[config.mk]
export PLATFORM = sky130hd
export DESIGN_NAME = hazardUnit
export DESIGN_NICKNAME = d
export VERILOG_FILES = /design/src/rtl/hazPkg.sv /design/src/rtl/hazOperand.sv /design/src/rtl/hazOperandPath.sv /design/src/rtl/hazCtrl.sv /design/src/rtl/hazardUnit.sv
export SDC_FILE = /design/constraint.sdc
export NUM_CORES = 1
export LEC_CHECK = 0
export BUFFER_PORTS_ARGS = -buffer_cell sky130_fd_sc_hd__buf_2
export CORE_MARGIN = 2
export CORE_UTILIZATION = 30
export DETAILED_ROUTE_END_ITERATION = 10
export PLACE_DENSITY = 0.75
export RECOVER_POWER = 25
export SYNTH_ARGS = -nofsm -noshare
export SYNTH_HDL_FRONTEND = slang
export SYNTH_SLANG_ARGS = --single-unit
[constraint.sdc]
create_clock -name vclk -period 1.7
set_clock_uncertainty 0.05 [all_clocks]
set_input_delay 0.085 -clock vclk [all_inputs]
set_output_delay 0.085 -clock vclk [all_outputs]
set_load 0.005 [all_outputs]
[src/rtl/hazPkg.sv]
package hazPkg;

  localparam int SEL_W = 2;

  typedef enum logic [SEL_W-1:0] {
    SEL_RF  = 2'b00,
    SEL_EXE = 2'b01,
    SEL_MEM = 2'b10,
    SEL_WB  = 2'b11
  } bypSel_e;

  typedef struct packed {
    logic stall;
    logic annulIf;
    logic annulDec;
  } hazStrobe_t;

endpackage

[src/rtl/hazOperand.sv]
module hazOperand
  import hazPkg::*;
#(
  parameter int REG_W  = 5,
  parameter bit BYPASS = 1'b1
) (
  input  logic [REG_W-1:0] src,
  input  logic             use_,
  input  logic [REG_W-1:0] exeDst,
  input  logic             exeWr,
  input  logic             exeLd,
  input  logic [REG_W-1:0] memDst,
  input  logic             memWr,
  input  logic             memLd,
  input  logic [REG_W-1:0] wbDst,
  input  logic             wbWr,
  output logic [SEL_W-1:0] selOut,
  output logic             mustWait
);

  logic live;
  logic hitE;
  logic hitM;
  logic hitW;

  // An operand is live only if it is read and is not the hard-wired zero register.
  assign live = use_ && (src != '0);
  assign hitE = live && exeWr && (exeDst == src);
  assign hitM = live && memWr && (memDst == src);
  assign hitW = live && wbWr  && (wbDst  == src);

  generate
    if (BYPASS) begin : gByp
      bypSel_e sel;
      always_comb begin
        sel      = SEL_RF;
        mustWait = 1'b0;
        if (hitE) begin
          sel      = SEL_EXE;
          mustWait = exeLd;
        end else if (hitM) begin
          sel      = SEL_MEM;
          mustWait = memLd;
        end else if (hitW) begin
          sel      = SEL_WB;
        end
      end
      assign selOut = sel;
    end else begin : gNoByp
      logic unusedLd;
      assign unusedLd = exeLd ^ memLd;
      assign selOut   = SEL_RF;
      assign mustWait = hitE | hitM | hitW;
    end
  endgenerate

endmodule

[src/rtl/hazOperandPath.sv]
module hazOperandPath
  import hazPkg::*;
#(
  parameter int REG_W   = 5,
  parameter int NUM_SRC = 2,
  parameter bit BYPASS  = 1'b1
) (
  input  logic [NUM_SRC-1:0][REG_W-1:0] decSrc,
  input  logic [NUM_SRC-1:0]            decUse,
  input  logic [REG_W-1:0]              exeDst,
  input  logic                          exeWr,
  input  logic                          exeLd,
  input  logic [REG_W-1:0]              memDst,
  input  logic                          memWr,
  input  logic                          memLd,
  input  logic [REG_W-1:0]              wbDst,
  input  logic                          wbWr,
  output logic [NUM_SRC-1:0][SEL_W-1:0] srcSel,
  output logic [NUM_SRC-1:0]            waitVec
);

  for (genvar i = 0; i < NUM_SRC; i++) begin : gOp
    hazOperand #(
      .REG_W (REG_W),
      .BYPASS(BYPASS)
    ) uOp (
      .src     (decSrc[i]),
      .use_    (decUse[i]),
      .exeDst  (exeDst),
      .exeWr   (exeWr),
      .exeLd   (exeLd),
      .memDst  (memDst),
      .memWr   (memWr),
      .memLd   (memLd),
      .wbDst   (wbDst),
      .wbWr    (wbWr),
      .selOut  (srcSel[i]),
      .mustWait(waitVec[i])
    );
  end

endmodule

[src/rtl/hazCtrl.sv]
module hazCtrl
  import hazPkg::*;
#(
  parameter int NUM_SRC = 2
) (
  input  logic [NUM_SRC-1:0] waitVec,
  input  logic               branchTaken,
  output hazStrobe_t         strobe
);

  always_comb begin
    strobe.annulIf  = branchTaken;
    strobe.annulDec = branchTaken;
    // The annul empties DEC, so any dependency it carried is moot.
    strobe.stall    = (|waitVec) && !branchTaken;
  end

endmodule

[src/rtl/hazardUnit.sv]
module hazardUnit
  import hazPkg::*;
#(
  parameter int REG_W   = 5,
  parameter int NUM_SRC = 2,
  parameter bit BYPASS  = 1'b1
) (
  input  logic [NUM_SRC-1:0][REG_W-1:0] decSrc,
  input  logic [NUM_SRC-1:0]            decUse,
  input  logic [REG_W-1:0]              exeDst,
  input  logic                          exeWr,
  input  logic                          exeLd,
  input  logic [REG_W-1:0]              memDst,
  input  logic                          memWr,
  input  logic                          memLd,
  input  logic [REG_W-1:0]              wbDst,
  input  logic                          wbWr,
  input  logic                          branchTaken,
  output logic [NUM_SRC-1:0][1:0]       srcSel,
  output logic                          stall,
  output logic                          annulIf,
  output logic                          annulDec
);

  logic [NUM_SRC-1:0] waitVec;
  hazStrobe_t         strobe;

  hazOperandPath #(
    .REG_W  (REG_W),
    .NUM_SRC(NUM_SRC),
    .BYPASS (BYPASS)
  ) uPath (
    .decSrc (decSrc),
    .decUse (decUse),
    .exeDst (exeDst),
    .exeWr  (exeWr),
    .exeLd  (exeLd),
    .memDst (memDst),
    .memWr  (memWr),
    .memLd  (memLd),
    .wbDst  (wbDst),
    .wbWr   (wbWr),
    .srcSel (srcSel),
    .waitVec(waitVec)
  );

  hazCtrl #(
    .NUM_SRC(NUM_SRC)
  ) uCtrl (
    .waitVec    (waitVec),
    .branchTaken(branchTaken),
    .strobe     (strobe)
  );

  assign stall    = strobe.stall;
  assign annulIf  = strobe.annulIf;
  assign annulDec = strobe.annulDec;

endmodule

Yosys cells after proc, flatten, opt, wreduce, memory -nomap -nowiden:

Index checks and enable logic that the tools add are counted.
Widths: inputs -> output; s select.

* register bits after elaboration: 0
* input port bits: 33
* output and inout bits: 7
* logic and storage cells: 35

* equality and inequality tests: 6
* mux-type cells: 10
* reduce and logical (&&, ||, !) cells: 19

Operators by type and width (count)
* $eq 5x5->1: 6
* $logic_and 1x1->1: 15
* $mux 2: 6
* $reduce_bool 5->1: 2
* $mux 1: 4
* $reduce_or 2->1: 1
* $logic_not 1->1: 1

Depth between registers and ports, before layout:

Gate-level depths: netlist (run 1).

* depth in word-level cells: 8
* depth in mapped cells: 5
* gate-level depth less buffers: 5

Hierarchy:

Synthesis (run 1) repeated with hierarchy kept, for this count alone.

* cells, all modules: 77
* area total of the unflattened synthesis: 548.0 um^2

Modules (own cells, without submodules)
* hazOperand: times used 2, cells an instance 37, area an instance 261.5 um^2, seq. area each 0.0 um^2
* hazCtrl: times used 1, cells an instance 3, area an instance 25.0 um^2, seq. area each 0.0 um^2

Worst setup path after synthesis (run 1):

No wires, ideal clock.

* path type: input to output
* start: input decSrc[5] (netlist name)
* end: output stall
* arrival time: 1.180 ns
* data required time: 1.565 ns
* path slack: 0.385 ns
* stages on the path: 5
* path buffers: 0
* cell sequence: or4_1 > o21a_1 > and4_4 > a22oi_2 > o21ai_1

* longest elaborated chain between the ends: 8
* elaborated cells between the ends (all ways): 12
* classes of those cells: eq/ne (2); mux (2); reduce/logical (8)

RTL lines
* from (decl): line hazardUnit.sv:8 `input logic [NUM_SRC-1:0][REG_W-1:0] decSrc,`
* $reduce_bool 5->1: line hazOperand.sv:27 `assign live = use_ && (src != '0);`
* $logic_and 1x1->1: line hazOperand.sv:27
* $logic_and 1x1->1 (2 in series): line hazOperand.sv:29 `assign hitM = live && memWr && (memDst == src);`
* $mux 1: line hazOperand.sv:41 `end else if (hitM) begin`
* $mux 1 (*): line hazOperand.sv:38 `if (hitE) begin`
* $reduce_or 2->1 (*): line hazCtrl.sv:15 `strobe.stall = (|waitVec) && !branchTaken;`
* $logic_and 1x1->1 (*): line hazCtrl.sv:15
* to (decl): line hazardUnit.sv:20 `output logic stall,`

Mark *: on every way between the ends. The rest lies on a longest branch, timed or not.

Worst setup path after layout (run 1):

Ends and elaborated chain as after synthesis.

==> impl_metrics.ini, run 1 <==
[floorplanning]
die_width_um = 45.00
dieArea_um2 = 2025
core_region_area_um2 = 1541
die_height_um = 45.00
fp-row-count = 14
ioPinCount = 40
start_util_pct = 32.71

[global_routing]
grt_pass1_vias = 576
grt_pass1_wl_um = 2373
grt_max_degree = 5
antenna_found_initial = 0
track_usage_pct = 15.00
gr-total-overflow = 0

[cells_and_area]
insertedDiodeCount = 0
utilization_pct = 45.94
drive_above_1_share_pct = 45.10
final_common_cell = buf_2
final_cell_mix = buf_2, xor2_1, xnor2_1
syn_to_final_growth_pct = 40.45
seqCellArea_um2 = 0
design.seq.count = 0
nNetsFinal = 137
nClkBuffers = 0
nFillCells = 168
fin_area_um2 = 708.2
fin_cells = 118

[timing]
final_hold_viol_count = 0
timing.fmax_mhz = 608.8
worst_slew_pin_slew_ns = 0.3999
finalSetupTns_ns = 0
holdWs_ns = 0.3435
slew_headroom_pct = 73.09
rsz0062_at_grt = no
setup_ws_ns = 0.05742
fin_crit_sh_pct = 96.62
setup_violations = 0
drv_slew = 0
final.min_clock_period_ns = 1.643

[setup_path]
critPathArrivalTime_ns = 1.51
end_kind = primary output
start_kind = input port
required_ns = 1.56
critPathMaxFanout = 4
critical_path_class = input port to primary output

[clock_network]
hold_buffers = 0
post_cts_buffers = 0
cts_resized = 0

[detailed_routing]
vias = 598
wire_per_inst_um = 12.14
viasPerCell = 5.068
drt_iter0_drc = 3
ant_nets = 0
drc = 0
wl_um = 1433
firstDrtPassIters = 4

[synth]
ys_seq_area_share_pct = 0
syn_avg_cell_area_um2 = 7.879
synth_area_leaders = xor2_1, xnor2_1, nand4_1
synthSimpleGateAreaFrac_pct = 31.27
synth_top_family_by_area = XOR/XNOR gates
synth_top_area_share_pct = 27.79
syn_inst = 64
synthAdderAreaFrac_pct = 0
synth_xor_area_share_pct = 52.11
yosysWarnings = 0
synth_area_leader_cell = xor2_1
syn-cell-area_um2 = 504.2
synth_cell_types = 23
syn_nets = 97
synthMuxAreaShare_pct = 0
synth_compound_area_share_pct = 12.16

[hold_path]
hp-class = input port to primary output

[placed_design]
preCtsSetupSlack_ns = 0.05964
gp_congestion = 0.8220
place_hpwl_um = 1287
placed_cells_incl_taps = 118
numPortBuffers = 40
placed_cell_area_um2 = 709.4

[pwr]
p_total_mw = 0.1552
p_comb_share_pct = 100.0
netSwitchingFraction_pct = 49.30
p_per_area_nw_per_um2 = 219.1
power_frac_seq_pct = 0
ir_drop_uv = 73.53
p_leak_nw = 0.3133
p_int_mw = 0.07868
p_sw_mw = 0.07651
clkPwrFrac_pct = 0

[outcome]
status = completed

[run]
maxCapViolCount = 0
==> power groups by stage <==
stage                     Combinational, mW  Clock, mW  Sequential (mW)
after floorplan                      0.0790          0                0
after global placement                0.153          0                0
after detailed placement              0.156          0                0
after CTS                             0.157          0                0
after global routing                  0.173          0                0
final                                 0.155          0                0
==> cell usage after synthesis <==
master    number
or4_1          1
nand2_1        2
a22oi_2        1
o21a_1         1
xor2_1        16
o21ai_1        4
nor3_1         2
nor2_1         2
inv_1          2
and4b_4        1
nand4_1        4
nand4b_1       1
nor4_1         3
a21oi_1        1
o21ai_4        1
xnor2_1       14
buf_4          2
and4_1         1
and2b_2        1
or4_4          1
nand2b_1       1
and4_4         1
nor4_2         1
==> metal layers <==
| layer | vias to the layer above | part of all wire [%] | track usage [%] | routed length, µm |
|---|---|---|---|---|
| li1 | 304 | - | - | - |
| met5 | - | 0 | 0 | 0 |
| met3 | 2 | 8.2 | 0.8000 | 117 |
| met4 | 0 | 0.98 | 1.765 | 14 |
| met2 | 29 | 49 | 29.43 | 707 |
| met1 | 263 | 41 | 18.07 | 593 |
==> worst max-delay path: stages <==
cell and delay, ns:
buf_2 0.14, or4_1 0.53, o21a_1 0.24, and4_4 0.19, a22oi_2 0.14, o21ai_1 0.06, buf_2 0.12
==> final timing paths <==
check / slack, ns / start / end / cells past startpoint
min: 0.34 / branchTaken / annulDec / 2
max: 0.06 / decSrc[5] / stall / 7
==> area by class of cell <==
type               count  area [µm²]  share of cell area, %
repair buffers        40       198.9                  28.09
inverters              2       7.507                  1.060
multi-input cells     60       481.7                  68.02
well taps             16       20.02                  2.827
==> cells by family after synthesis <==
family | after synthesis
XOR/XNOR | 30
AND/OR/NAND/NOR | 22
buffers and inverters | 4
AO/OA/AOI/OAI | 8
Power figures use the tool's default switching activity.
==> run 2: changes to the inputs <==
--- a/config.mk
+++ b/config.mk
@@ -9,8 +9,9 @@
 export CORE_MARGIN = 2
 export CORE_UTILIZATION = 30
 export DETAILED_ROUTE_END_ITERATION = 10
-export PLACE_DENSITY = 0.75
+export PLACE_DENSITY = 0.67
 export RECOVER_POWER = 25
 export SYNTH_ARGS = -nofsm -noshare
 export SYNTH_HDL_FRONTEND = slang
 export SYNTH_SLANG_ARGS = --single-unit
+export TNS_END_PERCENT = 30
==> run 2 against run 1 <==
  * Global-route usage unchanged
  * Cell count up 0.85%
  * Flip-flop and latch count unchanged
  * Via count up 4.5%
  * First-iteration DRC count up 130%
  * Critical path depth unchanged
  * Sequential share of layout area unchanged
==> impl_metrics.ini, run 2 (synthesized netlist as in run 1, its figures left out) <==
[placed_design]
gp_congestion = 0.8746
place_hpwl_um = 1395
numPortBuffers = 40
placed_cells_incl_taps = 119
placed_cell_area_um2 = 716.9
preCtsSetupSlack_ns = 0.09560

[timing]
finalSetupTns_ns = 0
rsz0062_at_grt = no
setup_ws_ns = 0.08719
setup_violations = 0
worst_slew_pin_slew_ns = 0.3678
drv_slew = 0
slew_headroom_pct = 75.25
final_hold_viol_count = 0
timing.fmax_mhz = 620.0
fin_crit_sh_pct = 94.87
final.min_clock_period_ns = 1.613

[cells_and_area]
nNetsFinal = 138
fin_area_um2 = 715.7
nClkBuffers = 0
final_common_cell = buf_2
drive_above_1_share_pct = 45.63
insertedDiodeCount = 0
utilization_pct = 46.43
final_cell_mix = buf_2, xor2_1, xnor2_1
fin_cells = 119
syn_to_final_growth_pct = 41.94
seqCellArea_um2 = 0
design.seq.count = 0

[detailed_routing]
ant_nets = 0
wl_um = 1525
viasPerCell = 5.252
firstDrtPassIters = 4
wl_met3_um = 171
m1WireLength_um = 668
drt_iter0_drc = 7
dr.max_layer_used = met3
wire_per_inst_um = 12.82
wl_met2_um = 685
drc = 0
vias = 625

[setup_path]
required_ns = 1.56
cp_cell_sequence = buf_2 -> or4_1 -> o21a_1 -> and4_4 -> a22oi_2 -> o21ai_1 -> buf_2
slowest_stage = or4_1
critPathArrivalTime_ns = 1.48
crit_top_cell = buf_2
start_kind = input port
critical_path_class = input port to primary output
end_kind = primary output
critPathMaxFanout = 4
critPathLaunch = decSrc[5]
crit_end = stall
max_stage_delay_ns = 0.52

[global_routing]
gr-total-overflow = 0
grt_pass1_vias = 544
track_usage_pct = 15.00
grt_pass1_wl_um = 2325
grt_max_degree = 5
antenna_found_initial = 0

[floorplanning]
start_util_pct = 32.71
core_region_area_um2 = 1541
die_width_um = 45.00
fp-row-count = 14
ioPinCount = 40
dieArea_um2 = 2025
die_height_um = 45.00

[pwr]
p_leak_nw = 0.3181
p_per_area_nw_per_um2 = 220.6
ir_drop_uv = 96.29

[hold_path]
hp-class = input port to primary output

[clock_network]
post_cts_buffers = 0
hold_buffers = 0
cts_resized = 0

[outcome]
status = completed

[run]
maxCapViolCount = 0
## run 2: changes by cell type in the layout (fill, tap and decap cells not counted)
| cell | before | now |
|---|---|---|
| buf_4 | 0 | 1 |
## run 2: layer usage
layer	track usage [%]	up-vias
li1	-	306
met1	19.76	278
met2	28.00	41
met3	1.200	0
met4	0	0
met5	0	-
## run 2: worst min path at each step
stage,cells past startpoint,start,to,slack [ns]
6_report,2,branchTaken,annulDec,0.34
5_1_grt,2,branchTaken,annulDec,0.37
2_1_floorplan,1,branchTaken,annulDec,0.20
4_1_cts,2,branchTaken,annulIf,0.32
3_3_place_gp,2,branchTaken,annulIf,0.32
3_5_place_dp,2,branchTaken,annulIf,0.32
## run 2: cell type report
class / instances / area (µm²)
Fill cell: 166 / 825.8
Inverter: 2 / 7.507
Multi-Input combinational cell: 60 / 481.7
Tap cell: 16 / 20.02
Timing Repair Buffer: 41 / 206.4
## run 2: power breakdown
group / total (mW) / switching (mW) / internal (mW) / leakage (nW)
registers: 0 / 0 / 0 / 0
logic: 0.158 / 0.0777 / 0.0802 / 0.318
clock network: 0 / 0 / 0 / 0
## run 2: critical path: cells and delay by family
kind                   cells  cell delay [ns]
and+or+nand+nor            2             0.71
AOI/OAI and AO/OA          3             0.43
buffers and inverters      2             0.26
## run 2: through the flow
step                power, mW  hold slack (ns)
CTS                    0.1592           0.3216
finish                 0.1579           0.3387
global route           0.1719           0.3671
detailed placement     0.1588           0.3192
global placement       0.1558           0.3162
floorplan             0.07903           0.2008
==> run 3: changes to the inputs <==
--- a/config.mk
+++ b/config.mk
@@ -9,9 +9,10 @@
 export CORE_MARGIN = 2
 export CORE_UTILIZATION = 30
 export DETAILED_ROUTE_END_ITERATION = 10
-export PLACE_DENSITY = 0.67
+export PLACE_DENSITY = 0.65
 export RECOVER_POWER = 25
 export SYNTH_ARGS = -nofsm -noshare
 export SYNTH_HDL_FRONTEND = slang
+export SYNTH_HIERARCHICAL = 1
 export SYNTH_SLANG_ARGS = --single-unit
 export TNS_END_PERCENT = 30
==> run 3 against run 2 <==
  * Cell count increased by 24%
  * Critical endpoint is now srcSel[3]
  * Global-route usage increased by 3.7 points
  * The run now ends with negative setup slack left
  * Cell area up 27%
  * Worst hold slack worse by 0.0098 ns
  * Count of clock-buffer cells in the layout unchanged
  * Area after synthesis grew 8.7%
  * Highest routed layer is now met4
  * Non-clock buffer count rose by 7
==> impl_metrics.ini, run 3 <==
[synth]
synth_cell_types = 17
synth_area_leaders = xor2_1, xnor2_1, or4_1
synth_most_common_cell = xor2_1
syn_inst = 77
synthSimpleGateAreaFrac_pct = 39.27
synthMuxAreaShare_pct = 0
netlist_top_cells_count = xor2_1, nand2_1, or4_1, xnor2_1
ys_seq_area_share_pct = 0
syn_avg_cell_area_um2 = 7.117
synth_area_leader_cell = xor2_1
synth_xor_area_share_pct = 38.36
synth_top_family_by_area = simple AND/OR/NAND/NOR gates
synth_compound_area_share_pct = 15.53
syn_nets = 110
syn-cell-area_um2 = 548.0
synth_top_area_share_pct = 25.57
yosysWarnings = 6
synthAdderAreaFrac_pct = 0

[setup_path]
critPathArrivalTime_ns = 1.61
critPathMaxFanout = 5
critical_path_class = input port to primary output
end_kind = primary output
crit_end = srcSel[3]
critPathLaunch = decSrc[8]
start_kind = input port
required_ns = 1.56

[detailed_routing]
drc = 0
wl_um = 1988
viasPerCell = 5.041
ant_nets = 0
vias = 746
firstDrtPassIters = 4
wire_per_inst_um = 13.43
drt_iter0_drc = 25

[timing]
worst_slew_pin_slew_ns = 0.3343
drv_slew = 0
setup_ws_ns = -0.04427
final.min_clock_period_ns = 1.744
rsz0062_at_grt = yes
timing.fmax_mhz = 573.3
holdWs_ns = 0.3289
fin_crit_sh_pct = 102.6
final_hold_viol_count = 0
slew_headroom_pct = 77.66
setup_violations = 3

[placed_design]
numPortBuffers = 40
gp_congestion = 0.9815
preCtsSetupSlack_ns = -0.1046
place_hpwl_um = 1632
placed_cell_area_um2 = 824.5

[cells_and_area]
final_cell_mix = buf_2, xor2_1, buf_4
design.seq.count = 0
insertedDiodeCount = 0
drive_above_1_share_pct = 50.41
syn_to_final_growth_pct = 65.52
nNetsFinal = 158
fin_area_um2 = 907.1
final_common_cell = buf_2
seqCellArea_um2 = 0
nClkBuffers = 0

[pwr]
p_per_area_nw_per_um2 = 203.1
ir_drop_uv = 96.88
p_leak_nw = 0.4299

[global_routing]
antenna_found_initial = 0
grt_max_degree = 6
grt_pass1_wl_um = 3036
grt_pass1_vias = 690
gr-total-overflow = 0
track_usage_pct = 18.75

[floorplanning]
die_width_um = 46.74
core_region_area_um2 = 1727
dieArea_um2 = 2185
die_height_um = 46.74
ioPinCount = 40
start_util_pct = 31.74
fp-row-count = 15

[outcome]
violations = negative setup slack
status = complete, but fails checks

[run]
maxCapViolCount = 0

[hold_path]
hp-class = input port to primary output

[clock_network]
post_cts_buffers = 0
hold_buffers = 0
[run 3: changes by cell type in the layout (fill, tap and decap cells not counted), sizes merged, moves of 4 or more]
| cell | before | now |
|---|---|---|
| buf | 40 | 47 |
| nand2b | 1 | 8 |
| nand2 | 2 | 8 |
| or4 | 2 | 8 |
| xnor2 | 14 | 8 |
| o21ai | 5 | 0 |
| inv | 2 | 6 |
| nand4 | 4 | 0 |
| o2111ai | 0 | 4 |
[run 3: through the flow]
stage	setup TNS (ns)	instances	utilization, %	power, mW
after floorplan	0	77	-	0.07280
after detailed placement	-0.2611	148	47.75	0.1657
after global placement	-0.1568	148	47.75	0.1629
after global routing	-0.2860	148	52.54	0.2014
after CTS	-0.04171	148	50.22	0.1736
final	-0.05307	148	52.54	0.1843
[run 3: final cells by class]
cell class / instances / area (µm²)
Fill cell: 178 / 819.5
Multi-Input combinational cell: 69 / 585.6
Timing Repair Buffer: 48 / 267.8
Tap cell: 25 / 31.28
Inverter: 6 / 22.52
[run 3: worst min-delay path by stage]
stage	end	startpoint	cells past startpoint	slack, ns
after floorplan	annulDec	branchTaken	1	0.20
after global placement	annulDec	branchTaken	2	0.31
after detailed placement	annulIf	branchTaken	2	0.31
after CTS	annulIf	branchTaken	2	0.31
after global routing	annulIf	branchTaken	2	0.35
final	annulIf	branchTaken	2	0.33
[run 3: power breakdown]
group          internal, mW  switching [mW]  total (mW)
combinational        0.0918          0.0924       0.184
sequential                0               0           0
clock                     0               0           0
total                0.0918          0.0924       0.184
[run 3: repair_timing]
action	in CTS	in global routing
setup endpoints to repair	5	5
endpoints found under the hold margin	0	0
gates cloned	0	0
pin swaps	4	3
gates resized for setup	11	8
[run 3: worst max-delay path, cell delays in order]
cell     delay [ns]
buf_2          0.14
xor2_1         0.16
or4_1          0.51
or4_4          0.43
a21oi_1        0.16
buf_2          0.13
[run 3: cells by family (layout without fill, tap and decap cells)]
| kind of cell | Yosys count | after routing |
|---|---|---|
| xor+xnor | 24 | 24 |
| compound gates | 11 | 11 |
| simple gates | 34 | 34 |
| buf+inv | 8 | 54 |
[run 3: per-layer routing]
layer / part of all wire [%] / track usage (%) / vias up / routed length [µm]
met5: 0 / 0 / - / 0
met2: 53 / 36.11 / 35 / 1061
met3: 6.9 / 1.923 / 2 / 138
met1: 39 / 23.22 / 339 / 774
li1: - / - / 370 / -
met4: 0.65 / 1.667 / 0 / 13
